### src/rtl/mode_reg_pkg.sv
package mode_reg_pkg;
  localparam int MODE_W = 8;

  localparam int BIT_ARITH_BANK = 0;
  localparam int BIT_BITREV     = 1;
  localparam int BIT_OVF_LATCH  = 2;
  localparam int BIT_SAT        = 3;
  localparam int BIT_MUL_PLACE  = 4;
  localparam int BIT_TIMER      = 5;
  localparam int BIT_ALT_BANK   = 6;
  localparam int BIT_GIE        = 7;

  typedef struct packed {
    logic [MODE_W-1:0] set;
    logic [MODE_W-1:0] clr;
  } mask_t;

  // Compose an accumulated mask with a later operation; the later one wins per bit.
  function automatic mask_t mask_fold(mask_t acc, mask_t op, logic en);
    mask_t r;
    if (en) begin
      r.set = (acc.set & ~op.clr) | op.set;
      r.clr = (acc.clr & ~op.set) | op.clr;
    end else begin
      r = acc;
    end
    return r;
  endfunction

  function automatic logic [MODE_W-1:0] mask_apply(logic [MODE_W-1:0] v, mask_t m);
    return (v | m.set) & ~m.clr;
  endfunction
endpackage

### src/rtl/mode_op_decode.sv
module mode_op_decode
  import mode_reg_pkg::*;
(
  input  logic              op_valid,
  input  logic [MODE_W-1:0] op_set,
  input  logic [MODE_W-1:0] op_clr,
  output logic              op_ok,
  output logic              op_bad,
  output mask_t             op_m
);
  logic mixed;

  always_comb begin
    mixed    = (|op_set) && (|op_clr);
    op_bad   = op_valid && mixed;
    op_ok    = op_valid && !mixed;
    op_m.set = op_set;
    op_m.clr = op_clr;
  end
endmodule

### src/rtl/mode_wr_pipe.sv
module mode_wr_pipe
  import mode_reg_pkg::*;
#(
  parameter int LAT = 2
) (
  input  logic              clk,
  input  logic              rst,
  input  logic              wr_en,
  input  logic [MODE_W-1:0] wr_data,
  input  logic              op_ok,
  input  mask_t             op_m,
  output logic              land_v,
  output logic [MODE_W-1:0] land_val
);
  localparam int LAST = LAT - 1;
  localparam mask_t NO_MASK = '0;

  logic [LAT-1:0]    stg_v;
  logic [MODE_W-1:0] stg_d [LAT];
  mask_t             stg_m [LAT];

  for (genvar i = 0; i < LAT; i++) begin : g_stage
    if (i == 0) begin : g_head
      always_ff @(posedge clk) begin
        if (rst) stg_v[i] <= 1'b0;
        else     stg_v[i] <= wr_en;
        stg_d[i] <= wr_data;
        stg_m[i] <= mask_fold(NO_MASK, op_m, op_ok);
      end
    end else begin : g_body
      always_ff @(posedge clk) begin
        if (rst) stg_v[i] <= 1'b0;
        else     stg_v[i] <= stg_v[i-1];
        stg_d[i] <= stg_d[i-1];
        stg_m[i] <= mask_fold(stg_m[i-1], op_m, op_ok);
      end
    end
  end

  always_comb begin
    land_v   = stg_v[LAST];
    land_val = mask_apply(stg_d[LAST], mask_fold(stg_m[LAST], op_m, op_ok));
  end
endmodule

### src/rtl/mode_reg_ctl.sv
module mode_reg_ctl
  import mode_reg_pkg::*;
#(
  parameter int LAT = 2
) (
  input  logic              clk,
  input  logic              rst,
  input  logic              op_valid,
  input  logic [MODE_W-1:0] op_set,
  input  logic [MODE_W-1:0] op_clr,
  input  logic              wr_en,
  input  logic [MODE_W-1:0] wr_data,
  output logic [MODE_W-1:0] rd_data,
  output logic              arith_bank_sel,
  output logic              bitrev_en,
  output logic              ovf_latch_en,
  output logic              sat_en,
  output logic              mul_place_en,
  output logic              timer_en,
  output logic              alt_bank_sel,
  output logic              gie,
  output logic              op_illegal
);
  logic              op_ok;
  logic              op_bad;
  mask_t             op_m;
  logic              land_v;
  logic [MODE_W-1:0] land_val;
  logic [MODE_W-1:0] mode_q;
  logic              err_q;

  mode_op_decode u_dec (
    .op_valid (op_valid),
    .op_set   (op_set),
    .op_clr   (op_clr),
    .op_ok    (op_ok),
    .op_bad   (op_bad),
    .op_m     (op_m)
  );

  mode_wr_pipe #(.LAT(LAT)) u_pipe (
    .clk      (clk),
    .rst      (rst),
    .wr_en    (wr_en),
    .wr_data  (wr_data),
    .op_ok    (op_ok),
    .op_m     (op_m),
    .land_v   (land_v),
    .land_val (land_val)
  );

  always_ff @(posedge clk) begin
    if (rst) begin
      mode_q <= '0;
      err_q  <= 1'b0;
    end else begin
      if (land_v)     mode_q <= land_val;
      else if (op_ok) mode_q <= mask_apply(mode_q, op_m);
      err_q <= op_bad;
    end
  end

  assign rd_data        = mode_q;
  assign arith_bank_sel = mode_q[BIT_ARITH_BANK];
  assign bitrev_en      = mode_q[BIT_BITREV];
  assign ovf_latch_en   = mode_q[BIT_OVF_LATCH];
  assign sat_en         = mode_q[BIT_SAT];
  assign mul_place_en   = mode_q[BIT_MUL_PLACE];
  assign timer_en       = mode_q[BIT_TIMER];
  assign alt_bank_sel   = mode_q[BIT_ALT_BANK];
  assign gie            = mode_q[BIT_GIE];
  assign op_illegal     = err_q;
endmodule

### config.mk
export PLATFORM = sky130hd
export DESIGN_NAME = mode_reg_ctl
export DESIGN_NICKNAME = d
export VERILOG_FILES = /design/src/rtl/mode_reg_pkg.sv /design/src/rtl/mode_op_decode.sv /design/src/rtl/mode_wr_pipe.sv /design/src/rtl/mode_reg_ctl.sv
export SDC_FILE = /design/constraint.sdc
export NUM_CORES = 1
export LEC_CHECK = 0
export BUFFER_PORTS_ARGS = -buffer_cell sky130_fd_sc_hd__buf_2
export CAP_MARGIN = 15
export CORE_UTILIZATION = 39
export CTS_CLUSTER_DIAMETER = 100
export DETAILED_ROUTE_END_ITERATION = 8
export GPL_ROUTABILITY_DRIVEN = 1
export HOLD_SLACK_MARGIN = 0.06
export RECOVER_POWER = 100
export SLEW_MARGIN = 30
export SYNTH_ARGS = -nofsm -noshare
export SYNTH_HDL_FRONTEND = slang
export SYNTH_SLANG_ARGS = --single-unit
### constraint.sdc
create_clock -name clk -period 2.05 [get_ports clk]
set_clock_uncertainty 0.1 [all_clocks]
set_input_delay 0.41 -clock clk [delete_from_list [all_inputs] [get_ports clk]]
set_output_delay 0.41 -clock clk [all_outputs]
set_load 0.005 [all_outputs]
==> out/summary.txt <==
status -> completed
period utilisation layout -> 0.9036
core area -> 0.004848 mm^2
Sw Ratio -> 0.2114
num ports -> 45
final setup fails -> 0
Antenna Nets Post-Route -> 0
die area -> 0.005466 mm^2
commonest non-fill, non-tap cell in the layout -> dfxtp_1
count of pins over their slew limit -> 0
post-place instance area -> 0.002308 mm^2
flops & latches, synth -> 59
area added between synthesis and finish -> 23.56%
RSZ-0062 raised after global routing -> no
CP Capture Type -> flip-flop
vias per inst -> 4.574
number of H-tree levels -> 3
Syn Inst Count -> 180
WHS Path Cells -> 1
Netlist Area Pre-Place -> 0.002018 mm^2
Max VDD drop -> 0.6579 mV
pwr/cell area -> 884.3 mW/mm^2
Worst-path clk slew -> 60 ps
Starting Density -> 0.4163
FP Rows -> 25
CTS tree -> done
Clock Power Share -> 0.407
fin area -> 0.002494 mm^2
# DRC -> 0
crit path max fanout -> 8
Pwr Total -> 2.205 mW
Max Cap Viol -> 0
cells along the critical path -> buf_2 > or4_1 > nor2_1 > or2_0 > nand2_4 > a311oi_1
GPL Wtd Cong -> 0.7701
NetSw -> 0.4662 mW
layout cell share with drive strength beyond 1 -> 0.2571
synth warn -> 0
largest net degree at the start of global routing -> 17
vias in the first global route -> 1,326
Post-synth top flop -> dfxtp_1
final hold violations -> 0
HP Class -> input port to flip-flop
EDFF count, synth -> 0
GRT Overall Usage -> 0.1559
Iteration-0 DRC Markers -> 55
Worst-Skew Late Latency -> 330 ps
Crit Path Category -> input port to flip-flop
initial antenna violation count -> 0
Net Count, Synth -> 208
CP Data Arrival Time -> 1980 ps
Die H -> 73.94 um
Flop pwr share -> 0.539
min cycle time layout -> 1852 ps
Util after Layout -> 0.5143
PostCTS Resize Cnt -> 0
chip width -> 73.94 um
Buffers & Inverters on Critical Path -> 1
Yosys top cell by area -> dfxtp_1
post-synthesis cell type count -> 29
Worst path depth -> 6
Via Count -> 1,427
first-pass GRT wire length -> 5.968 mm
P_leak -> 1.164 nW
Gate power share -> 0.054
fill count -> 451
Seq/Total Area, Yosys -> 0.5852
Worst-Margin Slew -> 682.8 ps
Mean Syn Cell Area -> 11.21 um^2
CP Launch Type -> input port
Post-Layout Cell Count -> 312
Nets -> 268
Pint -> 1.739 mW
Placed Instances -> 289
Port Buf Inserts -> 44
ANT cells -> 0
Max Freq -> 0.5398 GHz
CP peak stage delay -> 520 ps
Overflow after GRT -> 0
final WL -> 3.743 mm
Fin Setup TNS -> 0 ps
total clock sinks -> 59
asr flop ratio synth -> 0
drt pass-1 iters -> 4
root buffer cell -> clkbuf_8
CP max stage cell -> or4_1
Inserted Clock Buffers -> 9
Worst EP required -> 2180 ps
Synth area leaders -> dfxtp_1 (59%), inv_1 (3.7%), buf_4 (3.3%), a2111oi_2 (3.0%), a21o_1 (3.0%)
commonest non-fill, non-tap cells in the layout -> dfxtp_1 (59), buf_2 (30), inv_1 (20), clkbuf_1 (19), clkbuf_8 (11)
Final HPWL DP -> 2.630 mm
Synth top area share -> 0.5852
post-DR wirelength/cell -> 12.00 um
clk buf depth -> 2
CP delay by family, top -> simple AND/OR/NAND/NOR gates
R2R depth -> 3
Rel. slew slack -> 0.5448
==> logic make-up (layout without fill, tap and decap cells) <==
family	after synthesis	after routing	synth area share
AO/OA/AOI/OAI	41	41	0.1779
buffers and inverters	33	98	0.08493
flip-flops	59	59	0.5852
multiplexers	4	4	0.01984
AND/OR/NAND/NOR	43	43	0.1321
==> per-stage QoR <==
stage / worst slack (ps) / hold WS, ps
after floorplan: 190.4 / 209.6
after global placement: 30.22 / 210.1
after detailed placement: 11.84 / 212.1
after CTS: 366.1 / 62.77
after global routing: 142.2 / 60.63
final: 197.6 / 85.88
==> power groups by stage <==
| stage | combinational, mW | clock (mW) | sequential (mW) |
|---|---|---|---|
| 2_1_floorplan | 0.0639 | 0 | 1.21 |
| 5_1_grt | 0.132 | 0.985 | 1.19 |
| 4_1_cts | 0.126 | 0.940 | 1.19 |
| 3_3_place_gp | 0.116 | 0 | 1.21 |
| 6_report | 0.118 | 0.898 | 1.19 |
| 3_5_place_dp | 0.116 | 0 | 1.21 |
==> per-layer routing <==
layer  up-vias  track usage  part of all wire
li1        736            -                 -
met1       645       0.1791              0.46
met2        40       0.2303              0.45
met3         6      0.08808             0.076
met4         0      0.08333             0.012
met5         -            0                 0
==> worst register-to-register path, cell delays in order, from the launching register on <==
cell and delay, ps:
dfxtp_1 600, buf_4 280, mux2i_1 110, a2111oi_2 340
==> what timing repair did <==
action | 4_1_cts | 5_1_grt
hold buffers | 7 | 0
buffers inserted | 0 | 0
hold endpoints to repair | 7 | 0
==> Yosys cell counts, types with 3 or more instances <==
cell,number
nor2_1,8
mux2i_1,4
nor3b_1,5
nor3_1,4
o21a_1,4
a2111oi_2,4
and3_1,3
a211oi_1,4
a311o_1,4
buf_4,9
o21ai_0,8
inv_1,20
dfxtp_1,59
o21bai_1,4
nand2_1,8
a21o_1,8
and3_2,5
a311oi_2,3
==> layout make-up <==
cell class,count,area (um^2),area share
tap,67,83.83,0.03362
multi-input combinational,88,633.1,0.2539
inverter,20,75.07,0.03011
clock buffer,14,162.7,0.06523
sequential,59,1181,0.4737
timing repair buffer,62,347.8,0.1395
clock inverter,2,10.01,0.004014
==> path summary, 6_finish.rpt <==
| check | start | to | slack, ps |
|---|---|---|---|
| max | op_clr[4] | rd_data[2] | 200 |
| min | wr_data[2] | u_pipe.stg_d[0][2] | 90 |
| max reg2reg | u_pipe.land_v | rd_data[6] | 520 |
| min reg2reg | u_pipe.stg_d[0][6] | u_pipe.stg_d[0][14] | 230 |
==> registers in the layout (all words and copies together) (netlist names) <==
register and count:
op_illegal 1, rd_data 8, u_pipe.land_v 1, u_pipe.stg_d 16, u_pipe.stg_m 32, u_pipe.stg_v 1
No activity file was read; power rests on OpenSTA's default activity.
